File: config.mk
export PLATFORM = sky130hd
export DESIGN_NAME = ppPassFilter
export DESIGN_NICKNAME = d
export VERILOG_FILES = /design/src/rtl/ppFilterPkg.sv /design/src/rtl/ppFilterCtrl.sv /design/src/rtl/ppFilterData.sv /design/src/rtl/ppPassFilter.sv
export SDC_FILE = /design/constraint.sdc
export NUM_CORES = 1
export LEC_CHECK = 0
export BUFFER_PORTS_ARGS = -buffer_cell sky130_fd_sc_hd__buf_4
export CORE_ASPECT_RATIO = 1.5
export CORE_MARGIN = 2
export CORE_UTILIZATION = 45
export DETAILED_ROUTE_END_ITERATION = 12
export HOLD_SLACK_MARGIN = 0.1
export PLACE_DENSITY = 0.81
export SYNTH_ARGS = -nofsm -noshare
export SYNTH_HDL_FRONTEND = slang
export SYNTH_SLANG_ARGS = --single-unit
File: constraint.sdc
create_clock -name clk -period 6.2 [get_ports clk]
set_input_delay 1.55 -clock clk [delete_from_list [all_inputs] [get_ports clk]]
set_output_delay 1.55 -clock clk [all_outputs]
set_load 0.05 [all_outputs]
File: src/rtl/ppFilterPkg.sv
package ppFilterPkg;

  localparam int unsigned LaneCount     = 4;
  localparam int unsigned OpcodeBits    = 8;
  localparam int unsigned ShortAddrBits = 24;
  localparam int unsigned LongAddrBits  = 32;

  typedef enum logic [2:0] {
    PhOpcode  = 3'd0,
    PhDecode  = 3'd1,
    PhAddr    = 3'd2,
    PhPayload = 3'd3,
    PhDrop    = 3'd4
  } phase_e;

  typedef enum logic [1:0] {
    AmNone  = 2'd0,
    AmByCfg = 2'd1,
    Am3Byte = 2'd2,
    Am4Byte = 2'd3
  } addrSel_e;

  // strobes from control to datapath
  typedef struct packed {
    logic       live;
    logic       drop;
    logic       addrSwapAct;
    logic       paySwapAct;
    logic [3:0] dataEn;
  } ctrlStrobes_t;

  function automatic logic [5:0] resolveAddrBits(addrSel_e sel, logic cfg4b);
    logic [5:0] n;
    unique case (sel)
      AmNone:  n = 6'd0;
      AmByCfg: n = cfg4b ? 6'(LongAddrBits) : 6'(ShortAddrBits);
      Am3Byte: n = 6'(ShortAddrBits);
      default: n = 6'(LongAddrBits);
    endcase
    return n;
  endfunction

endpackage

File: src/rtl/ppFilterCtrl.sv
module ppFilterCtrl
  import ppFilterPkg::*;
#(
  parameter int unsigned SwapBits = 32,
  localparam int unsigned MaxBits = (SwapBits > LongAddrBits) ? SwapBits : LongAddrBits,
  localparam int unsigned CntW    = $clog2(MaxBits + 1),
  localparam int unsigned IdxW    = $clog2(MaxBits)
) (
  input  logic               clk,
  input  logic               rstN,
  input  logic               ptEnable,
  input  logic               hostSck,
  input  logic               hostCsb,
  input  logic               hostMosi,
  input  logic [1:0]         addrMode,
  input  logic               addr4bEn,
  input  logic               addrSwapEn,
  input  logic               payloadSwapEn,
  input  logic [3:0]         payloadLanes,
  input  logic               payloadDirOut,
  input  logic               dropCmd,
  output ctrlStrobes_t       strobes,
  output logic [IdxW-1:0]    bitIdx,
  output logic [7:0]         cmdOpcode,
  output logic               opcodeValid
);

  phase_e          phase;
  logic            sckPrev;
  logic [CntW-1:0] bitCnt;
  logic [7:0]      opShift;
  logic [5:0]      addrBitsL;
  logic            addrSwapL;
  logic            paySwapL;
  logic            dirOutL;
  logic [3:0]      lanesL;

  logic live;
  logic sampleEdge;
  logic paySwapOk;
  logic [5:0] addrBitsNow;

  assign live        = ptEnable & ~hostCsb;
  assign sampleEdge  = hostSck & ~sckPrev;
  assign paySwapOk   = paySwapL & (lanesL == 4'b0001) & ~dirOutL;
  assign addrBitsNow = resolveAddrBits(addrSel_e'(addrMode), addr4bEn);

  always_ff @(posedge clk or negedge rstN) begin
    if (!rstN) begin
      phase     <= PhOpcode;
      sckPrev   <= 1'b0;
      bitCnt    <= '0;
      opShift   <= '0;
      addrBitsL <= '0;
      addrSwapL <= 1'b0;
      paySwapL  <= 1'b0;
      dirOutL   <= 1'b0;
      lanesL    <= '0;
    end else begin
      sckPrev <= hostSck;
      if (!live) begin
        phase  <= PhOpcode;
        bitCnt <= '0;
      end else begin
        unique case (phase)
          PhOpcode: if (sampleEdge) begin
            opShift <= {opShift[6:0], hostMosi};
            if (bitCnt == CntW'(OpcodeBits - 1)) begin
              phase  <= PhDecode;
              bitCnt <= '0;
            end else begin
              bitCnt <= bitCnt + 1'b1;
            end
          end
          PhDecode: begin
            addrBitsL <= addrBitsNow;
            addrSwapL <= addrSwapEn;
            paySwapL  <= payloadSwapEn;
            dirOutL   <= payloadDirOut;
            lanesL    <= payloadLanes;
            bitCnt    <= '0;
            if (dropCmd)                  phase <= PhDrop;
            else if (addrBitsNow == 6'd0) phase <= PhPayload;
            else                          phase <= PhAddr;
          end
          PhAddr: if (sampleEdge) begin
            if (bitCnt == CntW'(addrBitsL - 6'd1)) begin
              phase  <= PhPayload;
              bitCnt <= '0;
            end else begin
              bitCnt <= bitCnt + 1'b1;
            end
          end
          PhPayload: if (sampleEdge && bitCnt != CntW'(SwapBits)) begin
            bitCnt <= bitCnt + 1'b1;
          end
          default: ;
        endcase
      end
    end
  end

  always_comb begin
    strobes.live        = live;
    strobes.drop        = live & (phase == PhDrop);
    strobes.addrSwapAct = live & (phase == PhAddr) & addrSwapL;
    strobes.paySwapAct  = live & (phase == PhPayload) & paySwapOk
                          & (bitCnt < CntW'(SwapBits));
    if (!live || phase == PhDrop)  strobes.dataEn = 4'b0000;
    else if (phase == PhPayload)   strobes.dataEn = dirOutL ? 4'b0000 : lanesL;
    else                           strobes.dataEn = 4'b0001;
    if (phase == PhAddr)
      bitIdx = IdxW'(int'(addrBitsL) - 1 - int'(bitCnt));
    else if (strobes.paySwapAct)
      bitIdx = IdxW'(int'(SwapBits) - 1 - int'(bitCnt));
    else
      bitIdx = '0;
  end

  assign cmdOpcode   = opShift;
  assign opcodeValid = live & (phase == PhDecode);

  assert_opcode_strobe_R3: assert property (@(posedge clk) disable iff (!rstN)
    opcodeValid |=> !opcodeValid);

  assert_addr_length_R5: assert property (@(posedge clk) disable iff (!rstN)
    (live && phase == PhAddr && sampleEdge && bitCnt == CntW'(addrBitsL - 6'd1))
      |=> phase == PhPayload);

  assert_patch_window_R6: assert property (@(posedge clk) disable iff (!rstN)
    (live && phase == PhPayload && sampleEdge && bitCnt == CntW'(SwapBits - 1))
      |=> !strobes.paySwapAct);

  assert_drop_sticky_R9: assert property (@(posedge clk) disable iff (!rstN)
    (phase == PhDrop && live) |=> phase == PhDrop);

endmodule

File: src/rtl/ppFilterData.sv
module ppFilterData
  import ppFilterPkg::*;
#(
  parameter int unsigned SwapBits = 32,
  localparam int unsigned MaxBits = (SwapBits > LongAddrBits) ? SwapBits : LongAddrBits,
  localparam int unsigned IdxW    = $clog2(MaxBits)
) (
  input  logic                clk,
  input  logic                rstN,
  input  logic                ptEnable,
  input  logic                hostSck,
  input  logic                hostCsb,
  input  logic [3:0]          hostDataOut,
  input  logic [3:0]          flashDataIn,
  input  logic [31:0]         swapAddr,
  input  logic [SwapBits-1:0] swapMask,
  input  logic [SwapBits-1:0] swapData,
  input  ctrlStrobes_t        strobes,
  input  logic [IdxW-1:0]     bitIdx,
  output logic [3:0]          hostDataIn,
  output logic                flashSck,
  output logic                flashSckEn,
  output logic                flashCsb,
  output logic                flashCsbEn,
  output logic [3:0]          flashData,
  output logic [3:0]          flashDataEn
);

  logic       lane0;
  logic [3:0] laneMux;
  logic       forward;

  always_comb begin
    lane0 = hostDataOut[0];
    if (strobes.addrSwapAct)
      lane0 = swapAddr[bitIdx[4:0]];
    else if (strobes.paySwapAct)
      lane0 = (swapMask[bitIdx] & swapData[bitIdx]) | (~swapMask[bitIdx] & hostDataOut[0]);
  end

  assign laneMux[0] = lane0;
  for (genvar g = 1; g < LaneCount; g++) begin : gUpperLane
    assign laneMux[g] = hostDataOut[g];
  end

  assign forward     = strobes.live & ~strobes.drop;
  assign flashSck    = ptEnable & hostSck;
  assign flashSckEn  = ptEnable;
  assign flashCsbEn  = ptEnable;
  assign flashCsb    = ~ptEnable | hostCsb | strobes.drop;
  assign flashData   = forward ? laneMux : 4'b0000;
  assign flashDataEn = strobes.dataEn;
  assign hostDataIn  = ptEnable ? flashDataIn : 4'b0000;

  assert_off_defaults_R1: assert property (@(posedge clk) disable iff (!rstN)
    !ptEnable |-> (flashCsb && !flashSck && flashData == 4'b0 && flashDataEn == 4'b0
                   && hostDataIn == 4'b0));

  assert_idle_quiet_R8: assert property (@(posedge clk) disable iff (!rstN)
    (ptEnable && hostCsb) |-> (flashDataEn == 4'b0 && flashCsb));

  assert_drop_holds_R9: assert property (@(posedge clk) disable iff (!rstN)
    (ptEnable && !hostCsb && $past(ptEnable && !hostCsb && flashCsb)) |-> flashCsb);

endmodule

File: src/rtl/ppPassFilter.sv
module ppPassFilter
  import ppFilterPkg::*;
#(
  parameter int unsigned SwapBits = 32,
  localparam int unsigned MaxBits = (SwapBits > LongAddrBits) ? SwapBits : LongAddrBits,
  localparam int unsigned IdxW    = $clog2(MaxBits)
) (
  input  logic                clk,
  input  logic                rstN,
  input  logic                ptEnable,
  input  logic                hostSck,
  input  logic                hostCsb,
  input  logic [3:0]          hostDataOut,
  output logic [3:0]          hostDataIn,
  output logic                flashSck,
  output logic                flashSckEn,
  output logic                flashCsb,
  output logic                flashCsbEn,
  output logic [3:0]          flashData,
  output logic [3:0]          flashDataEn,
  input  logic [3:0]          flashDataIn,
  output logic [7:0]          cmdOpcode,
  output logic                opcodeValid,
  input  logic [1:0]          addrMode,
  input  logic                addr4bEn,
  input  logic                addrSwapEn,
  input  logic                payloadSwapEn,
  input  logic [3:0]          payloadLanes,
  input  logic                payloadDirOut,
  input  logic                dropCmd,
  input  logic [31:0]         swapAddr,
  input  logic [SwapBits-1:0] swapMask,
  input  logic [SwapBits-1:0] swapData
);

  ctrlStrobes_t    strobes;
  logic [IdxW-1:0] bitIdx;

  ppFilterCtrl #(.SwapBits(SwapBits)) uCtrl (
    .clk(clk), .rstN(rstN), .ptEnable(ptEnable), .hostSck(hostSck), .hostCsb(hostCsb),
    .hostMosi(hostDataOut[0]), .addrMode(addrMode), .addr4bEn(addr4bEn),
    .addrSwapEn(addrSwapEn), .payloadSwapEn(payloadSwapEn), .payloadLanes(payloadLanes),
    .payloadDirOut(payloadDirOut), .dropCmd(dropCmd), .strobes(strobes), .bitIdx(bitIdx),
    .cmdOpcode(cmdOpcode), .opcodeValid(opcodeValid)
  );

  ppFilterData #(.SwapBits(SwapBits)) uData (
    .clk(clk), .rstN(rstN), .ptEnable(ptEnable), .hostSck(hostSck), .hostCsb(hostCsb),
    .hostDataOut(hostDataOut), .flashDataIn(flashDataIn), .swapAddr(swapAddr),
    .swapMask(swapMask), .swapData(swapData), .strobes(strobes), .bitIdx(bitIdx),
    .hostDataIn(hostDataIn), .flashSck(flashSck), .flashSckEn(flashSckEn),
    .flashCsb(flashCsb), .flashCsbEn(flashCsbEn), .flashData(flashData),
    .flashDataEn(flashDataEn)
  );

endmodule

# --- After elaboration in Yosys (flattened, before gate mapping) ---
# Cells that the tools add are included.
# Widths: inputs -> output; s select.
op_classes:
  muxes: 32
  n_lt_le_gt_ge: 2
  bitwise: 24
  n_reduce_logical: 10
  eq_ne: 17
  addsub: 5
ops:
  columns: ["op", "n"]
  rows:
  - ["$mux 6", 7]
  - ["$pmux 6 s4", 1]
  - ["$mux 4", 5]
  - ["$mux 3", 6]
  - ["$pmux 6 s3", 1]
  - ["$and 1x1->1", 15]
  - ["$bmux 1 s5", 3]
  - ["$ne 3x3->1 const B", 5]
  - ["$mux 5", 2]
  - ["$pmux 3 s3", 1]
  - ["$add 6x1->6 const B", 1]
  - ["$eq 3x2->1 const B", 2]
  - ["$eq 6x3->1 const B", 1]
  - ["$eq 6x6->1", 1]
  - ["$logic_not 6->1", 1]
  - ["$lt 5x6->1 const B", 1]
  - ["$lt 6x6->1 const B", 1]
  - ["$mux 1", 6]
  - ["$ne 6x6->1 const B", 1]
  - ["$not 1->1", 6]
  - ["$sub 6x1->6 const B", 1]
  - ["$ne 5x5->1 const B", 1]
  - ["$reduce_and 5->1", 1]
  - ["$sub 5x1->5 const B", 1]
  - ["other kinds (17)", 19]
word_totals:
  elab_cells: 99
  out_inout_bits: 25
  ff_bits: 31
  in_bits: 120

# --- Depth between registers and ports, before layout ---
logic_depth:
  depth_word: 15
  depth_mapped: 11
  mapped_depth_nobuf: 10

# --- Modules after synthesis ---
# Synthesis repeated with hierarchy kept, for this count alone.
hier_totals:
  cells_unflattened: 237
  hier_area_um2: 2511.2
by_module_without_submodules:
  columns: ["module", "area_each_um2", "seq_area_each_um2", "n_inst", "cells_per_inst"]
  rows:
  - ["ppFilterCtrl", 1496.4, 675.6, 1, 157]
  - ["ppFilterData", 1014.7, 0.0, 1, 80]

# --- Worst setup path before layout ---
# OpenSTA, ideal clock, no wires.
synth_timing:
  path_kind: "input -> output"
  start: "in hostCsb"
  end: "out flashData[0]"
  path_slack_ns: 1.089
  path_buffers: 2
  stages: 10
  arrival_ns: 3.561
  required_ns: 4.650
  cell_sequence: "nor3b_4 -> a41o_1 -> buf_6 -> nand2_2 -> buf_6 -> a311oi_2 -> a2111oi_1 -> a2111oi_2 -> or3_1 -> and4_1"
synth_between:
  elab_chain_cells: 15
  word_cells_on_any_way: 25
  classes_between: "11 x mux; 14 x bitwise"
synth_rtl:
  columns: ["item", "line", "text"]
  rows:
  - ["start: declaration", "ppPassFilter.sv:12", "input logic hostCsb,"]
  - ["$not 1->1 (*)", "ppFilterCtrl.sv:43", "assign live = ptEnable & ~hostCsb;"]
  - ["$and 1x1->1 (*)", "ppFilterCtrl.sv:43", null]
  - ["$and 1x1->1 (2 in a row)", "ppFilterCtrl.sv:107", "strobes.paySwapAct = live & (phase == PhPayload) & paySwapOk"]
  - ["$and 1x1->1", "ppFilterCtrl.sv:108", "& (bitCnt < CntW'(SwapBits));"]
  - ["$mux 5", "ppFilterCtrl.sv:114", "else if (strobes.paySwapAct)"]
  - ["$mux 5", "ppFilterCtrl.sv:112", "if (phase == PhAddr)"]
  - ["$bmux 1 s5", "ppFilterData.sv:38", "lane0 = (swapMask[bitIdx] & swapData[bitIdx]) | (~swapMask[bitIdx] & hostDataOut[0]);"]
  - ["$mux 1 (not written as such)", "ppFilterData.sv:38", null]
  - ["$not 1->1", "ppFilterData.sv:38", null]
  - ["$and 1x1->1", "ppFilterData.sv:38", null]
  - ["$or 1x1->1", "ppFilterData.sv:38", null]
  - ["$mux 1", "ppFilterData.sv:37", "else if (strobes.paySwapAct)"]
  - ["$mux 1", "ppFilterData.sv:35", "if (strobes.addrSwapAct)"]
  - ["$mux 4 (*)", "ppFilterData.sv:51", "assign flashData = forward ? laneMux : 4'b0000;"]
  - ["end: declaration", "ppPassFilter.sv:19", "output logic [3:0] flashData,"]
# Mark *: on every way between the ends. The rest lies on a longest branch, timed or not. The select of a mux whose other input is x is not followed.

# --- Final worst setup path ---
layout_timing:
  start: "in ptEnable"
  end: "out flashData[0]"
layout_between:
  elab_chain_cells: 14
  word_cells_on_any_way: 24
  classes_between: "11 x mux; 13 x bitwise"
layout_rtl:
  columns: ["item", "line", "text"]
  rows:
  - ["start: declaration", "ppPassFilter.sv:10", "input logic ptEnable,"]
  - ["$and 1x1->1 (*)", "ppFilterCtrl.sv:43", null]
  - ["$and 1x1->1 (2 in a row)", "ppFilterCtrl.sv:107", null]
  - ["$and 1x1->1", "ppFilterCtrl.sv:108", null]
  - ["$mux 5", "ppFilterCtrl.sv:114", null]
  - ["$mux 5", "ppFilterCtrl.sv:112", null]
  - ["$bmux 1 s5", "ppFilterData.sv:38", null]
  - ["$mux 1 (not written as such)", "ppFilterData.sv:38", null]
  - ["$not 1->1", "ppFilterData.sv:38", null]
  - ["$and 1x1->1", "ppFilterData.sv:38", null]
  - ["$or 1x1->1", "ppFilterData.sv:38", null]
  - ["$mux 1", "ppFilterData.sv:37", null]
  - ["$mux 1", "ppFilterData.sv:35", null]
  - ["$mux 4 (*)", "ppFilterData.sv:51", null]
# Marked as above.

==> impl_metrics.json <==
{
  "period_needed_ns": 5.55,
  "place_congestion": 0.921,
  "layout_commonest_cell": "buf_4",
  "pwr-share-seq_pct": 39.5,
  "grt_pass1_wl_um": 13500,
  "via_per_inst": 5.83,
  "worstRegToRegCells": 8,
  "grtUsageMet3_pct": 4.15,
  "ys_ff_latch": 27,
  "whs_endpoint": "uCtrl.paySwapL",
  "relSlewSlack_pct": 48.0,
  "clock_path_buffers": 2,
  "min_from": "uCtrl.paySwapL",
  "tritoncts": "built",
  "detailed_place_hpwl_um": 7020,
  "leakage_nw": 1.76,
  "layout_common_cells": "buf_4 (149), nand2_1 (28), dfrtp_1 (27)",
  "diodes": 0,
  "synth_edf_count": 0,
  "critPathTopFamily": "compound AO/OA/AOI/OAI gates",
  "clkTransAtPathRegs_ns": 0.09,
  "netSwitchingFraction_pct": 36.7,
  "nets": 568,
  "synth_area_um2": 2670,
  "critPathMaxStageDelay_ns": 0.33,
  "arrival_ns": 4.00,
  "wire_per_inst_um": 16.9,
  "setup-tns-final_ns": 0,
  "core_area_um2": 5740,
  "drv_cap": 0,
  "final.fill_count": 519,
  "power.net_switching_w": 0.000214,
  "worstSetupPathType": "primary input to primary output",
  "end_kind": "primary output",
  "dp_cells": 512,
  "setup_ws_ns": 0.654,
  "holdBufCountCts": 0,
  "clock-sinks": 27,
  "grt_use_total_pct": 26.2,
  "syn_inst": 316,
  "fmax_mhz": 180,
  "synthArstFlopShare_pct": 100,
  "start_util_pct": 46.4,
  "via_count": 3010,
  "finalSetupViolCount": 0,
  "cellInternalPower_w": 0.000371,
  "rrSetupSlack_ns": 3.06,
  "post_cts_buffers": 0,
  "cts-root-buf": "clkbuf_8",
  "multiInputGateArea_um2": 1810,
  "path_cells": "buf_4, nor3b_4, a41o_1, buf_4, nand2_1, a221oi_1, nor3_1, o311ai_0, o311ai_1, and4_1, buf_4",
  "cp-start-kind": "primary input",
  "min_path_type": "register to register",
  "status": "finished clean",
  "hold_viol_final": 0,
  "post-route-period-util_pct": 89.4,
  "cp_num_buf_inv": 3,
  "yosys_warnings": 0,
  "post-place-ws_ns": 0.675,
  "synthDistinctLibCells": 68,
  "rows": 34,
  "worst_pin_slew_ns": 0.779,
  "clkPwrFrac_pct": 17.4,
  "timing.rr.start": "uCtrl.bitCnt[0]",
  "final_antenna_net_count": 0,
  "clk_latency_ns": 0.28,
  "grt_max_degree": 34,
  "area_growth_pct": 41.6,
  "die_w_um": 66.8,
  "wl_um": 8740,
  "antenna_found_initial": 0,
  "crit_top_cell": "buf_4",
  "syn_nets": 439,
  "grt_util_met2_pct": 49.5,
  "first_iter_violations": 205,
  "stdcell_count": 516,
  "regArea_um2": 676,
  "r2r-end": "uCtrl.bitCnt[4]",
  "die_h_um": 98.3,
  "dr.pass1.iters": 6,
  "grt_overflow": 0,
  "h-tree-depth": 1,
  "worstPathRequired_ns": 4.65,
  "rsz0062_at_grt": "no",
  "vdd_drop_max_v": 0.000153,
  "p_per_area_nw_per_um2": 155,
  "grt_pass1_vias": 3027,
  "whs_path_depth": 1,
  "cp_max_fo": 16,
  "cts_resized": 0,
  "met1_usage_pct": 26.5,
  "drc_errors": 0,
  "die-area_um2": 6570,
  "drv_slew": 0,
  "cts_buffers": 3,
  "ios": 145,
  "synth_ff_type": "dfrtp_1",
  "crit_slowest_cell": "a41o_1",
  "portBuffers": 144,
  "finClkSkew_ns": 0.00572,
  "synth-seq-area-share_pct": 25.4,
  "synth.avg_cell_area_um2": 8.43,
  "drive_above_1_share_pct": 43.2,
  "grt_busiest_layer": "met2",
  "p_comb_share_pct": 43.1
}
worst register-to-register path: cells and delay by family (launching register included):
family / cells / cell delay, ns
compound gates: 4 / 1.01
flops: 1 / 0.83
buf+inv: 1 / 0.59
fa+ha+maj: 1 / 0.39
simple gates: 2 / 0.23
layer usage:
metal  share of wire [%]  up-vias
met1                  34     1397
met5                   0        -
met4                 4.0        0
met3                 8.4       30
li1                    -     1443
met2                  54      140
metrics by stage:
stage               hold WS [ns]  instance area (um^2)  utilization, %  total power [W]
floorplan                  0.461                  2670               -         0.000375
finish                     0.506                  3770            65.7         0.000585
global route               0.527                  3770            65.7         0.000616
detailed placement         0.490                  3730            64.9         0.000489
global placement           0.477                  3730            64.9         0.000481
CTS                        0.511                  3770            65.7         0.000591
final cells by class:
class,count,area share [%]
Multi-Input combinational cell,255,47.9
Timing Repair Buffer,149,29.6
Sequential cell,27,17.9
Tap cell,72,2.39
Clock buffer,3,1.09
Inverter,9,0.895
Clock inverter,1,0.133
logic make-up (layout without fill, tap and decap cells):
| group | Yosys count | in the layout | synth area share, % |
|---|---|---|---|
| AO/OA/AOI/OAI | 95 | 95 | 25.4 |
| flip-flops | 27 | 27 | 25.4 |
| multiplexers | 33 | 33 | 13.8 |
| buffers and inverters | 34 | 162 | 6.76 |
| XOR/XNOR | 2 | 2 | 1.17 |
| AND/OR/NAND/NOR | 122 | 122 | 26.1 |
| adder cells (fa/ha/maj) | 3 | 3 | 1.41 |
power by group through the flow:
stage	logic (W)	registers, W	clock network, W
floorplan	0.000110	0.000265	0
global placement	0.000248	0.000233	0
detailed placement	0.000253	0.000235	0
CTS	0.000254	0.000231	0.000106
global route	0.000270	0.000236	0.000110
finish	0.000252	0.000231	0.000102
flip-flops by register name (all words and copies together) (netlist names):
signal,cells
uCtrl.bitCnt,6
uCtrl.sckPrev,1
uCtrl.paySwapL,1
uCtrl.cmdOpcode,8
uCtrl.addrSwapL,1
uCtrl.phase,3
uCtrl.dirOutL,1
uCtrl.lanesL,4
uCtrl.addrBitsL,2
synth_stat cells (all sizes together) (2+ instances only):
| library cell | n | area share [%] |
|---|---|---|
| buf | 19 | 4.6 |
| dfrtp | 27 | 25 |
| a21oi | 14 | 2.6 |
| or3 | 3 | 0.70 |
| nor3b | 2 | 1.2 |
| mux2i | 12 | 4.5 |
| o31ai | 3 | 1.0 |
| a31oi | 2 | 0.47 |
| o211ai | 6 | 1.9 |
| nand3 | 11 | 2.3 |
| o21ai | 27 | 5.2 |
| nor2b | 5 | 1.2 |
| a211oi | 9 | 2.5 |
| a221oi | 8 | 2.6 |
| nor4b | 4 | 1.9 |
| o22ai | 3 | 0.70 |
| inv | 9 | 1.3 |
| nand2 | 29 | 4.2 |
| mux2 | 20 | 8.5 |
| nor3 | 12 | 2.3 |
| nor2 | 18 | 2.5 |
| ha | 3 | 1.4 |
| a2111oi | 4 | 1.6 |
| o311ai | 5 | 1.6 |
| clkbuf | 6 | 0.85 |
| a311oi | 2 | 0.89 |
| nand4 | 2 | 0.70 |
| and3 | 6 | 1.6 |
| o21bai | 2 | 0.56 |
| nand2b | 6 | 1.5 |
| and2 | 16 | 3.8 |
| a22o | 3 | 0.99 |
worst max path at each step:
stage | endpoint | from | cells past startpoint | slack, ns
floorplan | flashData[0] | hostCsb | 10 | 1.09
global placement | flashData[0] | ptEnable | 11 | 0.77
detailed placement | flashData[0] | ptEnable | 11 | 0.67
CTS | flashData[0] | ptEnable | 11 | 0.67
global route | flashData[0] | ptEnable | 11 | 0.43
finish | flashData[0] | ptEnable | 11 | 0.65
Note: power is estimated with default switching activity, not from simulation.
